==> src/rtl/tagdir_pkg.sv <==
`timescale 1ns/1ps
package tagdir_pkg;

    typedef enum logic [2:0] {
        PERM_ABSENT  = 3'd0,
        PERM_INVALID = 3'd1,
        PERM_RDONLY  = 3'd2,
        PERM_RDWR    = 3'd3,
        PERM_BUSY    = 3'd4
    } perm_e;

    typedef enum logic [1:0] {
        REQ_LOAD   = 2'd0,
        REQ_FETCH  = 2'd1,
        REQ_STORE  = 2'd2,
        REQ_ATOMIC = 2'd3
    } req_e;

    typedef enum logic [3:0] {
        OP_ACCESS      = 4'd0,
        OP_PRESENT     = 4'd1,
        OP_PRESENT_ANY = 4'd2,
        OP_AVAIL       = 4'd3,
        OP_ALLOC       = 4'd4,
        OP_FREE        = 4'd5,
        OP_PROBE       = 4'd6,
        OP_TOUCH       = 4'd7,
        OP_LOCK        = 4'd8,
        OP_UNLOCK      = 4'd9,
        OP_LOCKED      = 4'd10,
        OP_READ_IDX    = 4'd11,
        OP_SET_PERM    = 4'd12,
        OP_IS_BUSY     = 4'd13,
        OP_IS_INVALID  = 4'd14,
        OP_RESERVED    = 4'd15
    } op_e;

    // Permission versus request type.
    function automatic logic access_granted(input perm_e p, input req_e r);
        logic g;
        g = 1'b0;
        if (p == PERM_RDWR)
            g = 1'b1;
        else if (p == PERM_RDONLY && (r == REQ_LOAD || r == REQ_FETCH))
            g = 1'b1;
        return g;
    endfunction

    // A slot whose line may be reported by flat-index readback.
    function automatic logic perm_readable(input perm_e p);
        return (p != PERM_ABSENT) && (p != PERM_INVALID);
    endfunction

    // Index of the lowest set bit, 0 when none is set.
    function automatic int unsigned lowest_one(input logic [31:0] v);
        int unsigned r;
        r = 0;
        for (int i = 31; i >= 0; i--)
            if (v[i]) r = i;
        return r;
    endfunction

endpackage

==> src/rtl/tagdir_way_match.sv <==
`timescale 1ns/1ps
module tagdir_way_match
    import tagdir_pkg::*;
#(
    parameter int WAYS   = 4,
    parameter int LINE_W = 26
) (
    input  logic [WAYS-1:0]             way_valid,
    input  perm_e [WAYS-1:0]            way_perm,
    input  logic [WAYS-1:0][LINE_W-1:0] way_line,
    input  logic [LINE_W-1:0]           probe_line,
    output logic [WAYS-1:0]             hit_vec,
    output logic [WAYS-1:0]             match_vec,
    output logic [WAYS-1:0]             free_vec
);
    for (genvar w = 0; w < WAYS; w++) begin : g_way
        logic tag_eq;
        assign tag_eq       = way_valid[w] && (way_line[w] == probe_line);
        assign match_vec[w] = tag_eq;
        assign hit_vec[w]   = tag_eq && (way_perm[w] != PERM_ABSENT);
        assign free_vec[w]  = !way_valid[w] || (way_perm[w] == PERM_ABSENT);
    end
endmodule

==> src/rtl/tagdir_lru.sv <==
`timescale 1ns/1ps
module tagdir_lru #(
    parameter int SETS = 4,
    parameter int WAYS = 4
) (
    input  logic                     clk,
    input  logic                     rst,
    input  logic                     touch_en,
    input  logic [$clog2(SETS)-1:0]  touch_set,
    input  logic [$clog2(WAYS)-1:0]  touch_way,
    input  logic [$clog2(SETS)-1:0]  query_set,
    output logic [$clog2(WAYS)-1:0]  victim_way
);
    localparam int WAY_W = $clog2(WAYS);

    logic [WAY_W-1:0] age [SETS][WAYS];

    always_ff @(posedge clk) begin
        if (rst) begin
            for (int s = 0; s < SETS; s++)
                for (int w = 0; w < WAYS; w++)
                    age[s][w] <= WAY_W'(w);
        end else if (touch_en) begin
            for (int w = 0; w < WAYS; w++) begin
                if (WAY_W'(w) == touch_way)
                    age[touch_set][w] <= '0;
                else if (age[touch_set][w] < age[touch_set][touch_way])
                    age[touch_set][w] <= age[touch_set][w] + 1'b1;
            end
        end
    end

    // Oldest way wins; strict compare keeps the lowest index on ties.
    always_comb begin
        victim_way = '0;
        for (int w = 1; w < WAYS; w++)
            if (age[query_set][w] > age[query_set][victim_way])
                victim_way = WAY_W'(w);
    end
endmodule

==> src/rtl/tag_directory.sv <==
`timescale 1ns/1ps
module tag_directory
    import tagdir_pkg::*;
#(
    parameter int ADDR_W      = 32,
    parameter int LINE_BYTES  = 64,
    parameter int CACHE_BYTES = 1024,
    parameter int WAYS        = 4,
    parameter int START_BIT   = 6,
    parameter int CTX_W       = 4,
    localparam int SETS   = CACHE_BYTES / WAYS / LINE_BYTES,
    localparam int OFF_W  = $clog2(LINE_BYTES),
    localparam int SET_W  = $clog2(SETS),
    localparam int WAY_W  = $clog2(WAYS),
    localparam int IDX_W  = $clog2(SETS * WAYS),
    localparam int LINE_W = ADDR_W - OFF_W
) (
    input  logic              clk,
    input  logic              rst,
    input  logic              cmd_valid,
    input  logic [3:0]        cmd_op,
    input  logic [ADDR_W-1:0] cmd_addr,
    input  logic [1:0]        cmd_req,
    input  logic [CTX_W-1:0]  cmd_ctx,
    input  logic [2:0]        cmd_perm,
    input  logic              cmd_touch,
    input  logic [IDX_W-1:0]  cmd_index,
    output logic              rsp_valid,
    output logic              rsp_ok,
    output logic              rsp_err,
    output logic [WAY_W-1:0]  rsp_way,
    output logic [ADDR_W-1:0] rsp_addr
);
    // ---------------- slot storage ----------------
    logic              st_valid [SETS][WAYS];
    logic [LINE_W-1:0] st_line  [SETS][WAYS];
    perm_e             st_perm  [SETS][WAYS];
    logic              st_held  [SETS][WAYS];
    logic [CTX_W-1:0]  st_ctx   [SETS][WAYS];

    // ---------------- command decode ----------------
    op_e               op;
    req_e              req;
    logic [SET_W-1:0]  set_idx;
    logic [LINE_W-1:0] cmd_line;
    logic              misaligned;
    logic [SET_W-1:0]  idx_set;
    logic [WAY_W-1:0]  idx_way;

    assign op         = op_e'(cmd_op);
    assign req        = req_e'(cmd_req);
    assign set_idx    = cmd_addr[START_BIT +: SET_W];
    assign cmd_line   = cmd_addr[ADDR_W-1:OFF_W];
    assign misaligned = |cmd_addr[OFF_W-1:0];
    assign idx_set    = cmd_index[IDX_W-1:WAY_W];
    assign idx_way    = cmd_index[WAY_W-1:0];

    // ---------------- selected set view ----------------
    logic [WAYS-1:0]             sel_valid;
    perm_e [WAYS-1:0]            sel_perm;
    logic [WAYS-1:0][LINE_W-1:0] sel_line;

    always_comb begin
        for (int w = 0; w < WAYS; w++) begin
            sel_valid[w] = st_valid[set_idx][w];
            sel_perm[w]  = st_perm[set_idx][w];
            sel_line[w]  = st_line[set_idx][w];
        end
    end

    logic [WAYS-1:0] hit_vec, match_vec, free_vec;

    tagdir_way_match #(.WAYS(WAYS), .LINE_W(LINE_W)) u_match (
        .way_valid  (sel_valid),
        .way_perm   (sel_perm),
        .way_line   (sel_line),
        .probe_line (cmd_line),
        .hit_vec    (hit_vec),
        .match_vec  (match_vec),
        .free_vec   (free_vec)
    );

    logic             any_hit, any_match, any_free;
    logic [WAY_W-1:0] hit_way, match_way, free_way, victim_way;

    assign any_hit   = |hit_vec;
    assign any_match = |match_vec;
    assign any_free  = |free_vec;
    assign hit_way   = WAY_W'(lowest_one(32'(hit_vec)));
    assign match_way = WAY_W'(lowest_one(32'(match_vec)));
    assign free_way  = WAY_W'(lowest_one(32'(free_vec)));

    // ---------------- recency ----------------
    logic             touch_en;
    logic [WAY_W-1:0] touch_way;

    tagdir_lru #(.SETS(SETS), .WAYS(WAYS)) u_lru (
        .clk        (clk),
        .rst        (rst),
        .touch_en   (touch_en),
        .touch_set  (set_idx),
        .touch_way  (touch_way),
        .query_set  (set_idx),
        .victim_way (victim_way)
    );

    // ---------------- flat-index slot view ----------------
    logic  idx_valid;
    perm_e idx_perm;
    assign idx_valid = st_valid[idx_set][idx_way];
    assign idx_perm  = st_perm[idx_set][idx_way];

    // ---------------- operation logic ----------------
    logic              r_ok, r_err;
    logic [WAY_W-1:0]  r_way;
    logic [ADDR_W-1:0] r_addr;
    logic wr_alloc, wr_free, wr_lock, wr_unlock, wr_perm;

    always_comb begin
        r_ok      = 1'b0;
        r_err     = 1'b0;
        r_way     = '0;
        r_addr    = '0;
        touch_en  = 1'b0;
        touch_way = hit_way;
        wr_alloc  = 1'b0;
        wr_free   = 1'b0;
        wr_lock   = 1'b0;
        wr_unlock = 1'b0;
        wr_perm   = 1'b0;
        if (cmd_valid) begin
            if (misaligned) begin
                r_err = 1'b1;
            end else begin
                unique case (op)
                    OP_ACCESS: begin
                        if (any_hit) begin
                            touch_en = 1'b1;
                            r_way    = hit_way;
                            r_ok     = access_granted(sel_perm[hit_way], req);
                        end
                    end
                    OP_PRESENT: begin
                        r_ok  = any_hit;
                        r_way = any_hit ? hit_way : '0;
                    end
                    OP_PRESENT_ANY: begin
                        r_ok  = any_match;
                        r_way = any_match ? match_way : '0;
                    end
                    OP_AVAIL: begin
                        r_ok = any_match || any_free;
                    end
                    OP_ALLOC: begin
                        if (any_hit || !any_free) begin
                            r_err = 1'b1;
                        end else begin
                            r_ok      = 1'b1;
                            r_way     = free_way;
                            wr_alloc  = 1'b1;
                            touch_en  = cmd_touch;
                            touch_way = free_way;
                        end
                    end
                    OP_FREE: begin
                        r_ok    = any_hit;
                        r_err   = !any_hit;
                        wr_free = any_hit;
                    end
                    OP_PROBE: begin
                        if (any_free) begin
                            r_err = 1'b1;
                        end else begin
                            r_ok   = 1'b1;
                            r_way  = victim_way;
                            r_addr = {sel_line[victim_way], {OFF_W{1'b0}}};
                        end
                    end
                    OP_TOUCH: begin
                        r_ok     = any_hit;
                        touch_en = any_hit;
                    end
                    OP_LOCK: begin
                        r_ok    = any_hit;
                        r_err   = !any_hit;
                        wr_lock = any_hit;
                    end
                    OP_UNLOCK: begin
                        r_ok      = any_hit;
                        r_err     = !any_hit;
                        wr_unlock = any_hit;
                    end
                    OP_LOCKED: begin
                        r_err = !any_hit;
                        r_ok  = any_hit && st_held[set_idx][hit_way]
                                && (st_ctx[set_idx][hit_way] == cmd_ctx);
                    end
                    OP_READ_IDX: begin
                        r_ok = idx_valid && perm_readable(idx_perm);
                        if (r_ok)
                            r_addr = {st_line[idx_set][idx_way], {OFF_W{1'b0}}};
                    end
                    OP_SET_PERM: begin
                        r_ok    = any_match;
                        r_err   = !any_match;
                        wr_perm = any_match;
                    end
                    OP_IS_BUSY: begin
                        r_ok = idx_valid && (idx_perm == PERM_BUSY);
                    end
                    OP_IS_INVALID: begin
                        r_ok = idx_valid && (idx_perm == PERM_INVALID);
                    end
                    default: begin
                        r_err = 1'b1;
                    end
                endcase
            end
        end
    end

    // ---------------- state update ----------------
    always_ff @(posedge clk) begin
        if (rst) begin
            for (int s = 0; s < SETS; s++) begin
                for (int w = 0; w < WAYS; w++) begin
                    st_valid[s][w] <= 1'b0;
                    st_line[s][w]  <= '0;
                    st_perm[s][w]  <= PERM_ABSENT;
                    st_held[s][w]  <= 1'b0;
                    st_ctx[s][w]   <= '0;
                end
            end
        end else begin
            if (wr_alloc) begin
                st_valid[set_idx][free_way] <= 1'b1;
                st_line[set_idx][free_way]  <= cmd_line;
                st_perm[set_idx][free_way]  <= PERM_INVALID;
                st_held[set_idx][free_way]  <= 1'b0;
            end
            if (wr_free)
                st_valid[set_idx][hit_way] <= 1'b0;
            if (wr_lock) begin
                st_held[set_idx][hit_way] <= 1'b1;
                st_ctx[set_idx][hit_way]  <= cmd_ctx;
            end
            if (wr_unlock)
                st_held[set_idx][hit_way] <= 1'b0;
            if (wr_perm)
                st_perm[set_idx][match_way] <= perm_e'(cmd_perm);
        end
    end

    // ---------------- response register ----------------
    always_ff @(posedge clk) begin
        if (rst) begin
            rsp_valid <= 1'b0;
            rsp_ok    <= 1'b0;
            rsp_err   <= 1'b0;
            rsp_way   <= '0;
            rsp_addr  <= '0;
        end else begin
            rsp_valid <= cmd_valid;
            rsp_ok    <= r_ok;
            rsp_err   <= r_err;
            rsp_way   <= r_way;
            rsp_addr  <= r_addr;
        end
    end
endmodule

==> config.mk <==
export PLATFORM = sky130hd
export DESIGN_NAME = tag_directory
export DESIGN_NICKNAME = d
export VERILOG_FILES = /design/src/rtl/tagdir_pkg.sv /design/src/rtl/tagdir_way_match.sv /design/src/rtl/tagdir_lru.sv /design/src/rtl/tag_directory.sv
export SDC_FILE = /design/constraint.sdc
export NUM_CORES = 1
export LEC_CHECK = 0
export CAP_MARGIN = 20
export CORE_MARGIN = 2
export CORE_UTILIZATION = 35
export DETAILED_ROUTE_END_ITERATION = 10
export DONT_BUFFER_PORTS = 1
export PLACE_DENSITY = 0.52
export RECOVER_POWER = 25
export SYNTH_ARGS = -nofsm -noshare
export SYNTH_HDL_FRONTEND = slang
export SYNTH_SLANG_ARGS = --single-unit
==> constraint.sdc <==
create_clock -name clk -period 8.1 [get_ports clk]
set_input_delay 1.62 -clock clk [delete_from_list [all_inputs] [get_ports clk]]
set_output_delay 1.62 -clock clk [all_outputs]
set_load 0.01 [all_outputs]
==> flow_summary.ini, run 1 <==
[outcome]
violations = capacitance limit, slew limit
status = finished with violations

[clocking]
cts_resized = 0
clk_pin_slew_ns = 0.07
postCtsSetupBuffers = 0
cts.sinks = 623
postCtsHoldBufs = 0
clk_latency_ns = 0.64
cts_tree = yes
cts_max_level = 3
cts_made_buffers = 70
cts_buffer_depth = 3
root_buffer = clkbuf_16

[layout]
fin_area_um2 = 39370
final_cells = 4152
fill_cells = 9874
syn_to_final_growth_pct = 8.628
utilization = 0.3820
nets = 2778
final_layout_size_suffix_gt1_frac = 0.1952

[floorplanning]
io_pins = 90
die_area_um2 = 106100
core_um2 = 103100
initial_core_util = 0.3517
fp-row-count = 118
dieHeight_um = 325.8
die_width_um = 325.8

[placed_design]
numPortBuffers = 0
routabilityCongestion = 0.9201
placed_cell_area_um2 = 37240
place_ws_ns = 1.198
dp_hpwl_mm = 84.46
dp.cells = 4026

[flow_run]
maxCapViolCount = 1

[timing]
finClkSkew_ns = 0.03547
setup_viol = 0
period_share = 0.9150
setup_ws_ns = 0.6882
max_freq_mhz = 134.9
min_period_ns = 7.412
rsz0062_at_grt = false
hold_violations = 0
final.setup.tns_ns = 0
worst_slew_pin_slew_ns = 1.522
relSlewSlack = -0.01456
final_max_slew_viol_count = 30

[synth]
yosys.area.top_type = edfxtp_1
synth_edf_count = 592
ys_types = 104
synth_top_area_frac = 0.4905
netlist_area_um2 = 36240
synth_compound_area_frac = 0.07896
avgSynthCellArea_um2 = 12.70
yosysSeqAreaShare = 0.5076
synth.most_common_cell = edfxtp_1
synth_top_family_by_area = multiplexers
postSynthCellCount = 2854
ys_seq_elements = 623
ys_async_sr_fraction = 0
muxShareOfSynthArea = 0.2019
ys_top_cells_by_count = edfxtp_1 (592), mux4_2 (278), nor3_1 (263)
synthSimpleGateAreaFrac = 0.1464
synth_area_leaders = edfxtp_1 (49%), mux4_2 (17%), nor3_1 (3.6%), nor2_1 (2.3%), and2_1 (2.2%)
synth_xor_area_frac = 0.01933
synth.yosys.warnings = 0
synth-adder-area-share = 0.002417
ys.flop_type = edfxtp_1

[power_and_ir_drop]
powerDensity_nw_per_um2 = 199.2
vdd_ir_drop_max_mv = 0.1401
p_leak_uw = 0.01306

[drt]
drcViolationCount = 0
drt_iter0_markers = 3523
via_per_inst = 6.277
routedWlPerCell_um = 31.85
wl_met1_mm = 50.77
highest_layer = met5
wl_met2_mm = 61.78
wl_mm = 132.3
vias = 26060
routed-wl-met3_mm = 12.95
dr.pass1.iters = 6
antenna_left = 0

[critical_path]
required_ns = 8.42
worstPathArrival_ns = 7.74
path_class = input port to flop
cp-end-kind = flop
crit_path_max_fanout = 206
cp-start-kind = input port

[global_routing]
grt_max_degree = 245
grt_pass1_vias = 25620
grt_pass1_wl_mm = 187.7
grt_antenna_before_repair = 2
gr-total-overflow = 0
grt_usage = 0.2437

[worst_hold_path]
hp-class = flop to flop
-- where the power goes --
part / total (µW) / leakage [µW] / internal (µW) / switching, µW
combinational: 1030 / 0.00572 / 388 / 638
sequential: 3680 / 0.00629 / 3620 / 57.6
clock: 3140 / 0.00105 / 1750 / 1390
total: 7840 / 0.0131 / 5760 / 2090
-- kinds of logic (layout without fill, tap and decap cells) --
kind of cell | Yosys count | after routing
AND/OR/NAND/NOR | 1033 | 1033
buffers and inverters | 334 | 230
flip-flops | 623 | 623
XOR/XNOR | 80 | 80
multiplexers | 380 | 380
adder cells (fa/ha/maj) | 7 | 7
other | 1 | 23
AO/OA/AOI/OAI | 396 | 396
-- final timing paths --
kind / slack [ns] / startpoint / endpoint / cells after the start
hold reg to reg: 0.88 / st_line[3][88]$_SDFFCE_PN0P_ / rsp_addr[16]$_SDFF_PP0_ / 3
setup / recovery: 0.69 / cmd_addr[6] / st_line[3][38]$_SDFFCE_PN0P_ / 12
setup reg to reg: 1.86 / st_line[3][97]$_SDFFCE_PN0P_ / st_line[3][38]$_SDFFCE_PN0P_ / 15
hold / removal: 0.88 / st_line[3][88]$_SDFFCE_PN0P_ / rsp_addr[16]$_SDFF_PP0_ / 3
-- registers in the layout, summed over array words and instances, names as in the netlist --
register,flops
st_held,16
st_line,416
u_lru.age,32
rsp_addr,26
st_perm,48
st_ctx,64
st_valid,16
rsp_ok,1
rsp_err,1
rsp_way,2
rsp_valid,1
-- area by class of cell --
type / count / area, µm² / share of cell area
inverters: 39 / 146.4 / 0.003719
diodes: 1 / 2.502 / 0.00006356
multi-input cells: 1918 / 16400 / 0.4167
clock buffers: 92 / 1844 / 0.04685
flip-flops and latches: 623 / 18400 / 0.4673
clock inverters: 33 / 332.8 / 0.008454
repair buffers: 66 / 514.2 / 0.01306
well taps: 1380 / 1727 / 0.04386
-- through the flow --
| step | hold slack [ns] | total power (µW) |
|---|---|---|
| after floorplan | 0.7559 | 4456 |
| after global placement | 0.8615 | 4725 |
| after detailed placement | 0.8673 | 4740 |
| after CTS | 0.8840 | 7844 |
| after global routing | 0.9206 | 8016 |
| final | 0.8809 | 7843 |
-- layer usage --
metal / vias to the layer above / track usage
li1: 10800 / -
met5: - / 0
met3: 339 / 0.05182
met4: 2 / 0.1098
met1: 13390 / 0.3188
met2: 1533 / 0.3898
-- cell usage in the layout (no fill, tap or decap), types with 14 or more instances in the layout --
cell type / synthesis / routed
xor2_1: 15 / 15
nor4_1: 15 / 14
nor2_1: 225 / 222
inv_1: 28 / 28
a211oi_1: 24 / 24
and2_0: 0 / 66
mux4_2: 278 / 278
nor2b_1: 18 / 18
o21bai_1: 57 / 57
a21oi_1: 87 / 87
or2_2: 35 / 35
nor3_1: 263 / 265
nand3_1: 39 / 39
xnor2_1: 65 / 65
clkbuf_1: 193 / 26
and2_1: 130 / 64
o21ai_0: 39 / 38
mux2i_1: 81 / 81
o221ai_1: 22 / 22
clkbuf_16: 0 / 70
edfxtp_1: 592 / 592
buf_4: 16 / 58
and3_1: 87 / 87
a22oi_1: 17 / 17
mux2_2: 18 / 18
conb_1: 1 / 22
nand2b_1: 24 / 24
nand2_1: 136 / 131
dfxtp_1: 31 / 31
clkinv_1: 9 / 19
-- worst max-delay path, cell delays in order --
cell,delay [ns]
mux4_2,0.75
nor3_2,0.87
nor3_1,0.14
clkbuf_1,0.30
a21oi_1,0.48
nand3_1,0.32
nor3_1,0.42
nand2_1,0.28
nor2_1,0.19
clkbuf_1,0.77
or2_2,0.85
buf_4,0.35
Note: power is estimated with default switching activity, not from simulation.
==> run 2, diff against run 1 <==
- RECOVER_POWER: 25 -> 100
- clock period: 8.1 -> 6.5 ns (I/O delays scaled with it)
==> flow_summary.ini, run 2 (same netlist as run 1, synthesis figures left out) <==
[floorplanning]
initial_core_util = 0.3517
die_area_um2 = 106100
core_um2 = 103100
dieHeight_um = 325.8
die_width_um = 325.8
io_pins = 90
fp-row-count = 118

[clocking]
postCtsSetupBuffers = 0
cts_tree = yes
cts.sinks = 623
postCtsHoldBufs = 0
cts_made_buffers = 72
cts_buffer_depth = 3
cts_max_level = 3
clk_latency_ns = 0.64
root_buffer = clkbuf_16
cts_resized = 0
clk_pin_slew_ns = 0.06

[critical_path]
reg2reg_setup_slack_ns = 1.10
path_common_cell = clkbuf_1
cp_slowest_cell = clkbuf_1
cp_num_buf_inv = 3
crit_chain = mux2i_1 > a32oi_1 > o2111ai_1 > or4_1 > or4_1 > nor3_1 > a21oi_1 > clkbuf_1 > nand3_1 > clkbuf_1 > nor4_1 > clkbuf_1 > and3_1
path_delay_family = simple AND/OR/NAND/NOR gates
crit_path_max_fanout = 244
cp-start-kind = input port
critPathMaxStageDelay_ns = 1.03
cp-end-kind = flop
reg2reg_to = u_lru.age[1][1]$_SDFFCE_PN1P_
required_ns = 6.98
worstPathArrival_ns = 6.41
path_class = input port to flop
rr_worst_depth = 13
r2r_start = st_line[0][27]$_SDFFCE_PN0P_

[global_routing]
gr-total-overflow = 0
grt_max_degree = 245
grt_pass1_wl_mm = 187.6
grt_antenna_before_repair = 2
grt_usage = 0.2427
grt_pass1_vias = 26100

[power_and_ir_drop]
vdd_ir_drop_max_mv = 0.1760
powerDensity_nw_per_um2 = 247.8
power.total_uw = 9887
p_leak_uw = 0.01330

[drt]
vias = 26010
drt_iter0_markers = 3186
drcViolationCount = 0
dr.pass1.iters = 6
via_per_inst = 6.185
antenna_left = 0
routedWlPerCell_um = 31.19
wl_mm = 131.1

[timing]
relSlewSlack = 0.05750
min_period_ns = 5.929
setup_viol = 0
final_max_slew_viol_count = 0
period_share = 0.9122
rsz0062_at_grt = false
max_freq_mhz = 168.7
finClkSkew_ns = 0.03868
worst_slew_pin_slew_ns = 1.414
hold_violations = 0

[layout]
most-common-layout-cells = edfxtp_1 (592), mux4_2 (278), nor3_1 (265)
final_cells = 4205
final_layout_size_suffix_gt1_frac = 0.2008
fill_cells = 9846
fin_area_um2 = 39890
syn_to_final_growth_pct = 10.08
nets = 2827
largest_reg_flops = 416
largest-register = st_line
reg_top3 = st_line: 416 flops, st_ctx: 64 flops, st_perm: 48 flops
final_common_cell = edfxtp_1

[placed_design]
dp.cells = 4073
routabilityCongestion = 0.9296
placed_cell_area_um2 = 37900
dp_hpwl_mm = 84.37
numPortBuffers = 0

[worst_hold_path]
holdPathEnd = rsp_valid$_SDFF_PP0_
hold_depth = 1
hp-class = input port to flop
holdCritStartpoint = rst

[outcome]
status = finished clean

[flow_run]
maxCapViolCount = 0
==> run 2: cell count changes in the layout (fill, tap and decap cells not counted), sizes merged <==
cell      delta
clkinvlp     +2
clkbuf      +32
buf         +17
clkinv       +2
==> run 2: area by class of cell <==
cell class / count / area, µm² / area share
Tap cell: 1380 / 1727 / 0.04328
Timing Repair Buffer: 113 / 949.7 / 0.02380
Clock buffer: 94 / 1988 / 0.04984
Multi-Input combinational cell: 1918 / 16380 / 0.4107
Inverter: 39 / 148.9 / 0.003732
Sequential cell: 623 / 18400 / 0.4612
Antenna cell: 1 / 2.502 / 0.00006273
Clock inverter: 37 / 297.8 / 0.007464
==> run 2: how the worst max path moves through the flow <==
| stage | startpoint | endpoint | cells past startpoint |
|---|---|---|---|
| final | cmd_addr[7] | st_line[2][62]$_SDFFCE_PN0P_ | 13 |
| after global routing | cmd_addr[6] | st_line[2][73]$_SDFFCE_PN0P_ | 15 |
| after CTS | cmd_addr[6] | u_lru.age[3][6]$_SDFFCE_PN0P_ | 13 |
| after detailed placement | cmd_addr[6] | u_lru.age[3][6]$_SDFFCE_PN0P_ | 13 |
| after global placement | cmd_addr[6] | u_lru.age[1][6]$_SDFFCE_PN0P_ | 13 |
| after floorplan | cmd_addr[6] | rsp_addr[13]$_SDFF_PP0_ | 37 |
==> run 2: where the power goes <==
| group | switching [µW] | internal (µW) |
|---|---|---|
| clock | 1690 | 2320 |
| combinational | 802 | 500 |
| sequential | 70.0 | 4510 |
| total | 2560 | 7330 |
==> run 2: metal layers <==
| layer | vias to the layer above | global-route usage | wire length, µm |
|---|---|---|---|
| li1 | 10900 | - | - |
| met1 | 13370 | 0.3158 | 50830 |
| met2 | 1429 | 0.4000 | 62790 |
| met3 | 301 | 0.04646 | 11620 |
| met4 | 2 | 0.09687 | 5897 |
| met5 | - | 0 | 12 |
==> run 2: metrics by stage <==
stage               TNS, ns  setup slack, ns  hold slack, ns  utilization
finish                    0           0.5709          0.8119       0.3871
global route              0           0.5223          0.7912       0.3871
CTS                       0            1.277          0.7864       0.3900
detailed placement        0           0.6377          0.9274       0.3678
global placement          0           0.6685          0.9090       0.3678
floorplan           -0.3587         -0.05545          0.7559            -
